==> config.mk <==
export PLATFORM = sky130hd
export DESIGN_NAME = irq_pend_tracker
export DESIGN_NICKNAME = d
export VERILOG_FILES = /design/src/rtl/irq_trk_pkg.sv /design/src/rtl/irq_id_decode.sv /design/src/rtl/irq_enable_bank.sv /design/src/rtl/irq_line_fsm.sv /design/src/rtl/irq_pend_tracker.sv
export SDC_FILE = /design/constraint.sdc
export NUM_CORES = 1
export LEC_CHECK = 0
export BUFFER_PORTS_ARGS = -buffer_cell sky130_fd_sc_hd__buf_2
export CAP_MARGIN = 20
export CELL_PAD_IN_SITES_DETAIL_PLACEMENT = 1
export CELL_PAD_IN_SITES_GLOBAL_PLACEMENT = 2
export CORE_UTILIZATION = 28
export CTS_CLUSTER_DIAMETER = 30
export CTS_CLUSTER_SIZE = 16
export DETAILED_ROUTE_END_ITERATION = 16
export PLACE_DENSITY = 0.81
export SLEW_MARGIN = 20
export SYNTH_ARGS = -nofsm -noshare
export SYNTH_HDL_FRONTEND = slang
export SYNTH_SLANG_ARGS = --single-unit
==> constraint.sdc <==
create_clock -name clk -period 3.41 [get_ports clk]
set_input_delay 0.8525 -clock clk [delete_from_list [all_inputs] [get_ports clk]]
set_output_delay 0.8525 -clock clk [all_outputs]
set_load 0.01 [all_outputs]
==> src/rtl/irq_trk_pkg.sv <==
`timescale 1ns/1ps
package irq_trk_pkg;
    typedef enum logic [1:0] {
        ST_IDLE     = 2'd0,
        ST_PEND     = 2'd1,
        ST_ACT      = 2'd2,
        ST_ACT_PEND = 2'd3
    } line_state_t;
endpackage

==> src/rtl/irq_id_decode.sv <==
`timescale 1ns/1ps
module irq_id_decode #(
    parameter int N   = 32,
    parameter int IDW = $clog2(N)
) (
    input  logic           valid_i,
    input  logic [IDW-1:0] id_i,
    output logic [N-1:0]   hit_o
);
    generate
        for (genvar k = 0; k < N; k++) begin : g_hit
            assign hit_o[k] = valid_i && (id_i == IDW'(k));
        end
    endgenerate
endmodule

==> src/rtl/irq_enable_bank.sv <==
`timescale 1ns/1ps
module irq_enable_bank #(
    parameter int N = 32
) (
    input  logic         clk,
    input  logic         rst_n,
    input  logic [N-1:0] set_i,
    input  logic [N-1:0] clr_i,
    output logic [N-1:0] en_o
);
    always_ff @(posedge clk or negedge rst_n) begin
        if (!rst_n) begin
            en_o <= '0;
        end else begin
            en_o <= (en_o | set_i) & ~clr_i;
        end
    end
endmodule

==> src/rtl/irq_line_fsm.sv <==
`timescale 1ns/1ps
module irq_line_fsm
    import irq_trk_pkg::*;
(
    input  logic clk,
    input  logic rst_n,
    input  logic req_i,
    input  logic set_i,
    input  logic clr_i,
    input  logic ack_i,
    input  logic done_i,
    output logic pend_o,
    output logic act_o
);
    line_state_t state_q, state_d;
    logic        req_q;
    logic        arm_level;
    logic        arm_edge;

    assign arm_level = req_i | set_i;
    assign arm_edge  = (req_i & ~req_q) | set_i;

    always_ff @(posedge clk or negedge rst_n) begin
        if (!rst_n) begin
            state_q <= ST_IDLE;
            req_q   <= 1'b0;
        end else begin
            state_q <= state_d;
            req_q   <= req_i;
        end
    end

    always_comb begin
        state_d = state_q;
        unique case (state_q)
            ST_IDLE: begin
                if (!clr_i && arm_level) state_d = ST_PEND;
            end
            ST_PEND: begin
                if (clr_i)      state_d = ST_IDLE;
                else if (ack_i) state_d = ST_ACT;
            end
            ST_ACT: begin
                if (done_i)
                    state_d = (!clr_i && arm_level) ? ST_PEND : ST_IDLE;
                else if (!clr_i && arm_edge)
                    state_d = ST_ACT_PEND;
            end
            ST_ACT_PEND: begin
                if (done_i)     state_d = clr_i ? ST_IDLE : ST_PEND;
                else if (clr_i) state_d = ST_ACT;
            end
        endcase
    end

    always_comb begin
        pend_o = 1'b0;
        act_o  = 1'b0;
        unique case (state_q)
            ST_IDLE:     begin pend_o = 1'b0; act_o = 1'b0; end
            ST_PEND:     begin pend_o = 1'b1; act_o = 1'b0; end
            ST_ACT:      begin pend_o = 1'b0; act_o = 1'b1; end
            ST_ACT_PEND: begin pend_o = 1'b1; act_o = 1'b1; end
        endcase
    end
endmodule

==> src/rtl/irq_pend_tracker.sv <==
`timescale 1ns/1ps
module irq_pend_tracker #(
    parameter int N   = 32,
    parameter int IDW = $clog2(N)
) (
    input  logic           clk,
    input  logic           rst_n,
    input  logic [N-1:0]   irq_req,
    input  logic [N-1:0]   en_set,
    input  logic [N-1:0]   en_clr,
    input  logic [N-1:0]   pend_set,
    input  logic [N-1:0]   pend_clr,
    input  logic           ack_valid,
    input  logic [IDW-1:0] ack_id,
    input  logic           done_valid,
    input  logic [IDW-1:0] done_id,
    output logic [N-1:0]   enable_o,
    output logic [N-1:0]   pending_o,
    output logic [N-1:0]   active_o,
    output logic [N-1:0]   ready_o
);
    logic [N-1:0] ack_hit;
    logic [N-1:0] done_hit;

    irq_id_decode #(.N(N), .IDW(IDW)) u_ack_dec (
        .valid_i (ack_valid),
        .id_i    (ack_id),
        .hit_o   (ack_hit)
    );

    irq_id_decode #(.N(N), .IDW(IDW)) u_done_dec (
        .valid_i (done_valid),
        .id_i    (done_id),
        .hit_o   (done_hit)
    );

    irq_enable_bank #(.N(N)) u_en (
        .clk   (clk),
        .rst_n (rst_n),
        .set_i (en_set),
        .clr_i (en_clr),
        .en_o  (enable_o)
    );

    generate
        for (genvar k = 0; k < N; k++) begin : g_line
            irq_line_fsm u_fsm (
                .clk    (clk),
                .rst_n  (rst_n),
                .req_i  (irq_req[k]),
                .set_i  (pend_set[k]),
                .clr_i  (pend_clr[k]),
                .ack_i  (ack_hit[k]),
                .done_i (done_hit[k]),
                .pend_o (pending_o[k]),
                .act_o  (active_o[k])
            );
        end
    endgenerate

    assign ready_o = pending_o & enable_o;
endmodule

==> results.json <==
{
  "synth_edf_count": 0,
  "fin_util_pct": 36.3,
  "ys_ff_latch": 128,
  "stdcell_area_sq_um": 7900,
  "rsz0062_at_grt": "false",
  "antenna_left": 0,
  "peakVddDrop_v": 0.000315,
  "cts_hold_buf": 0,
  "syn_inst": 651,
  "arrival_ps": 2370,
  "startpoint_type": "primary input",
  "port_buffers": 301,
  "first_global_vias": 5267,
  "htree_levels": 4,
  "layout.cells.non_filler": 1132,
  "placed_cells_incl_taps": 1100,
  "cp-end-kind": "flip-flop",
  "grt_antenna_before_repair": 1,
  "grt_first_pass_wirelength_um": 29400,
  "post_cts_buffers": 0,
  "grt.total_usage_pct": 17.4,
  "grt.overflow.total": 0,
  "path_class": "in -> reg",
  "crit_slowest_cell": "nand2b_1",
  "synth-main-ff-cell": "dfrtp_1",
  "globalplace.congestion": 0.746,
  "cts_num_sinks": 128,
  "avgSynthCellArea_sq_um": 9.51,
  "grt_max_degree": 79,
  "rows": 54,
  "cts-root-buf": "clkbuf_16",
  "worst_slew_pin_slew_ps": 773,
  "netlist_area_sq_um": 6190,
  "p_per_area_nw_per_um2": 525,
  "required_ps": 3710,
  "grt_use_met1_pct": 20.9,
  "ys_types": 44,
  "cts.repair.resized": 0,
  "cts_buffer_depth": 2,
  "dieArea_sq_um": 22700,
  "ys_seq_area_share_pct": 51.7,
  "crit_fanout": 9,
  "synth-async-reset-ratio_pct": 100,
  "die_x_um": 151,
  "drv_cap": 0,
  "post-dp-hpwl_um": 15100,
  "drt_drc_violations_left": 0,
  "fin_tns_setup_ps": 0,
  "avgRoutedWirePerCell_um": 17.3,
  "p_leak_nw": 3.87,
  "synth_warnings": 0,
  "fmax_mhz": 484,
  "dieHeight_um": 151,
  "routed_wl_um": 19600,
  "power_mw": 4.15,
  "insertedDiodeCount": 0,
  "hold_class": "in -> async",
  "synth_nets": 825,
  "dpl_worst_slack_ps": 896,
  "met2_usage_pct": 30.0,
  "whs_ps": 460,
  "top_usage_layer": "met2",
  "cts_tree": "done",
  "outcome": "finished clean",
  "relSlewSlack_pct": 48.4,
  "layout.nets": 1013,
  "syn2layout_area_growth_pct": 27.5,
  "slowest_delay_ps": 530,
  "min_period_over_period_pct": 60.5,
  "core_sq_um": 21800,
  "finalHoldViolCount": 0,
  "finalClockSkew_ps": 6.68,
  "drt_iter0_markers": 168,
  "clk_pin_slew_ps": 60,
  "clock_latency_ps": 420,
  "postPlaceCellArea_sq_um": 7330,
  "setup_viol": 0,
  "io_pins": 302,
  "setup_slack_ps": 1350,
  "drt-pass1-iter-count": 4,
  "drive_above_1_share_pct": 39.9,
  "vias": 5320,
  "crit_path_cell_trace": "buf_2 -> nand2b_1 -> o21ai_1 -> or4b_1 -> and3_1",
  "use_met3_pct": 4.94,
  "start_util_pct": 28.5,
  "slew_violations": 0,
  "vias_per_cell": 4.70,
  "cts_made_buffers": 17,
  "layout_min_cycle_time_ps": 2060
}
==> report_power, final <==
group	internal [mW]	switching (mW)
Clock	1.01	0.753
Combinational	0.278	0.339
Sequential	1.65	0.115
==> final timing paths <==
path | endpoint | cells past startpoint | startpoint | slack, ps
setup / recovery | g_line[14].u_fsm.state_q[0] | 5 | done_id[0] | 1350
hold / removal | u_en.en_o[20] | 1 | rst_n | 460
setup reg to reg | g_line[0].u_fsm.state_q[0] | 3 | g_line[0].u_fsm.state_q[1] | 2140
hold reg to reg | u_en.en_o[29] | 2 | u_en.en_o[29] | 500
max in group asynchronous | g_line[12].u_fsm.req_q | 2 | rst_n | 2190
min in group clk | u_en.en_o[29] | 2 | u_en.en_o[29] | 500
==> per-layer routing <==
layer	wire, um	share of wire [%]
met5	0	0
met3	1570	8.0
met4	191	0.97
met1	8150	42
met2	9680	49
==> synth_stat cells, types with 3 or more instances <==
master	n	area, sq um
dfrtp_1	128	3200
nor2_1	98	368
clkbuf_1	67	251
buf_4	64	480
nor3_1	40	200
o21ai_0	38	190
and2_1	33	206
nand2b_1	18	113
o21ai_1	15	75.1
or4b_1	14	140
nor2b_1	13	81.3
o41ai_1	13	114
nand4b_1	12	105
o22ai_1	10	62.6
and3_1	9	56.3
nand2_1	9	33.8
nor4b_1	8	70.1
inv_1	7	26.3
o31ai_1	7	52.6
a21oi_1	5	25.0
nand4_1	4	25.0
nor4_1	4	25.0
a21bo_2	3	30.0
nand3_1	3	15.0
nand4bb_1	3	33.8
o211ai_1	3	22.5
or3_1	3	18.8
==> sequential cells by signal (all words and copies together), names as in the netlist <==
name and count:
g_line.u_fsm.req_q 32, u_en.en_o 32, g_line.u_fsm.state_q 64
==> area by class of cell <==
type                    instances  area [sq um]
flip-flops and latches        128          3200
multi-input cells             383          2220
clock inverters                14           134
repair buffers                302          1530
clock buffers                  18           429
well taps                     280           350
fillers                      2585         13900
inverters                       7          26.3
==> critical path: cells and delay by family <==
family                 cells  cell delay (ps)
buffers and inverters      1              100
AND/OR/NAND/NOR            3             1230
AO/OA/AOI/OAI              1              180
==> placed cells by master, fill, tap and decap left out, drive strengths merged, types with 4 or more instances in the layout <==
cell,netlist,routed
a21bo,4,4
a21oi,5,5
and2,33,33
and3,9,9
buf,66,302
clkbuf,67,18
clkinv,0,4
clkinvlp,0,5
dfrtp,128,128
inv,7,11
nand2,9,9
nand2b,18,18
nand4,4,4
nand4b,12,12
nor2,98,98
nor2b,13,13
nor3,40,40
nor4,5,5
nor4b,8,8
o21ai,53,53
o22ai,10,10
o31ai,7,7
o41ai,13,13
or4b,14,14
==> cells by family (layout without fill, tap and decap cells) <==
group	after synthesis	after routing	share of synthesized area, %
DFF	128	128	51.7
buffers and inverters	140	341	12.4
muxes	1	1	0.182
and+or+nand+nor	280	280	25.4
AOI/OAI and AO/OA	102	102	10.3
Note: power is estimated with default switching activity, not from simulation.
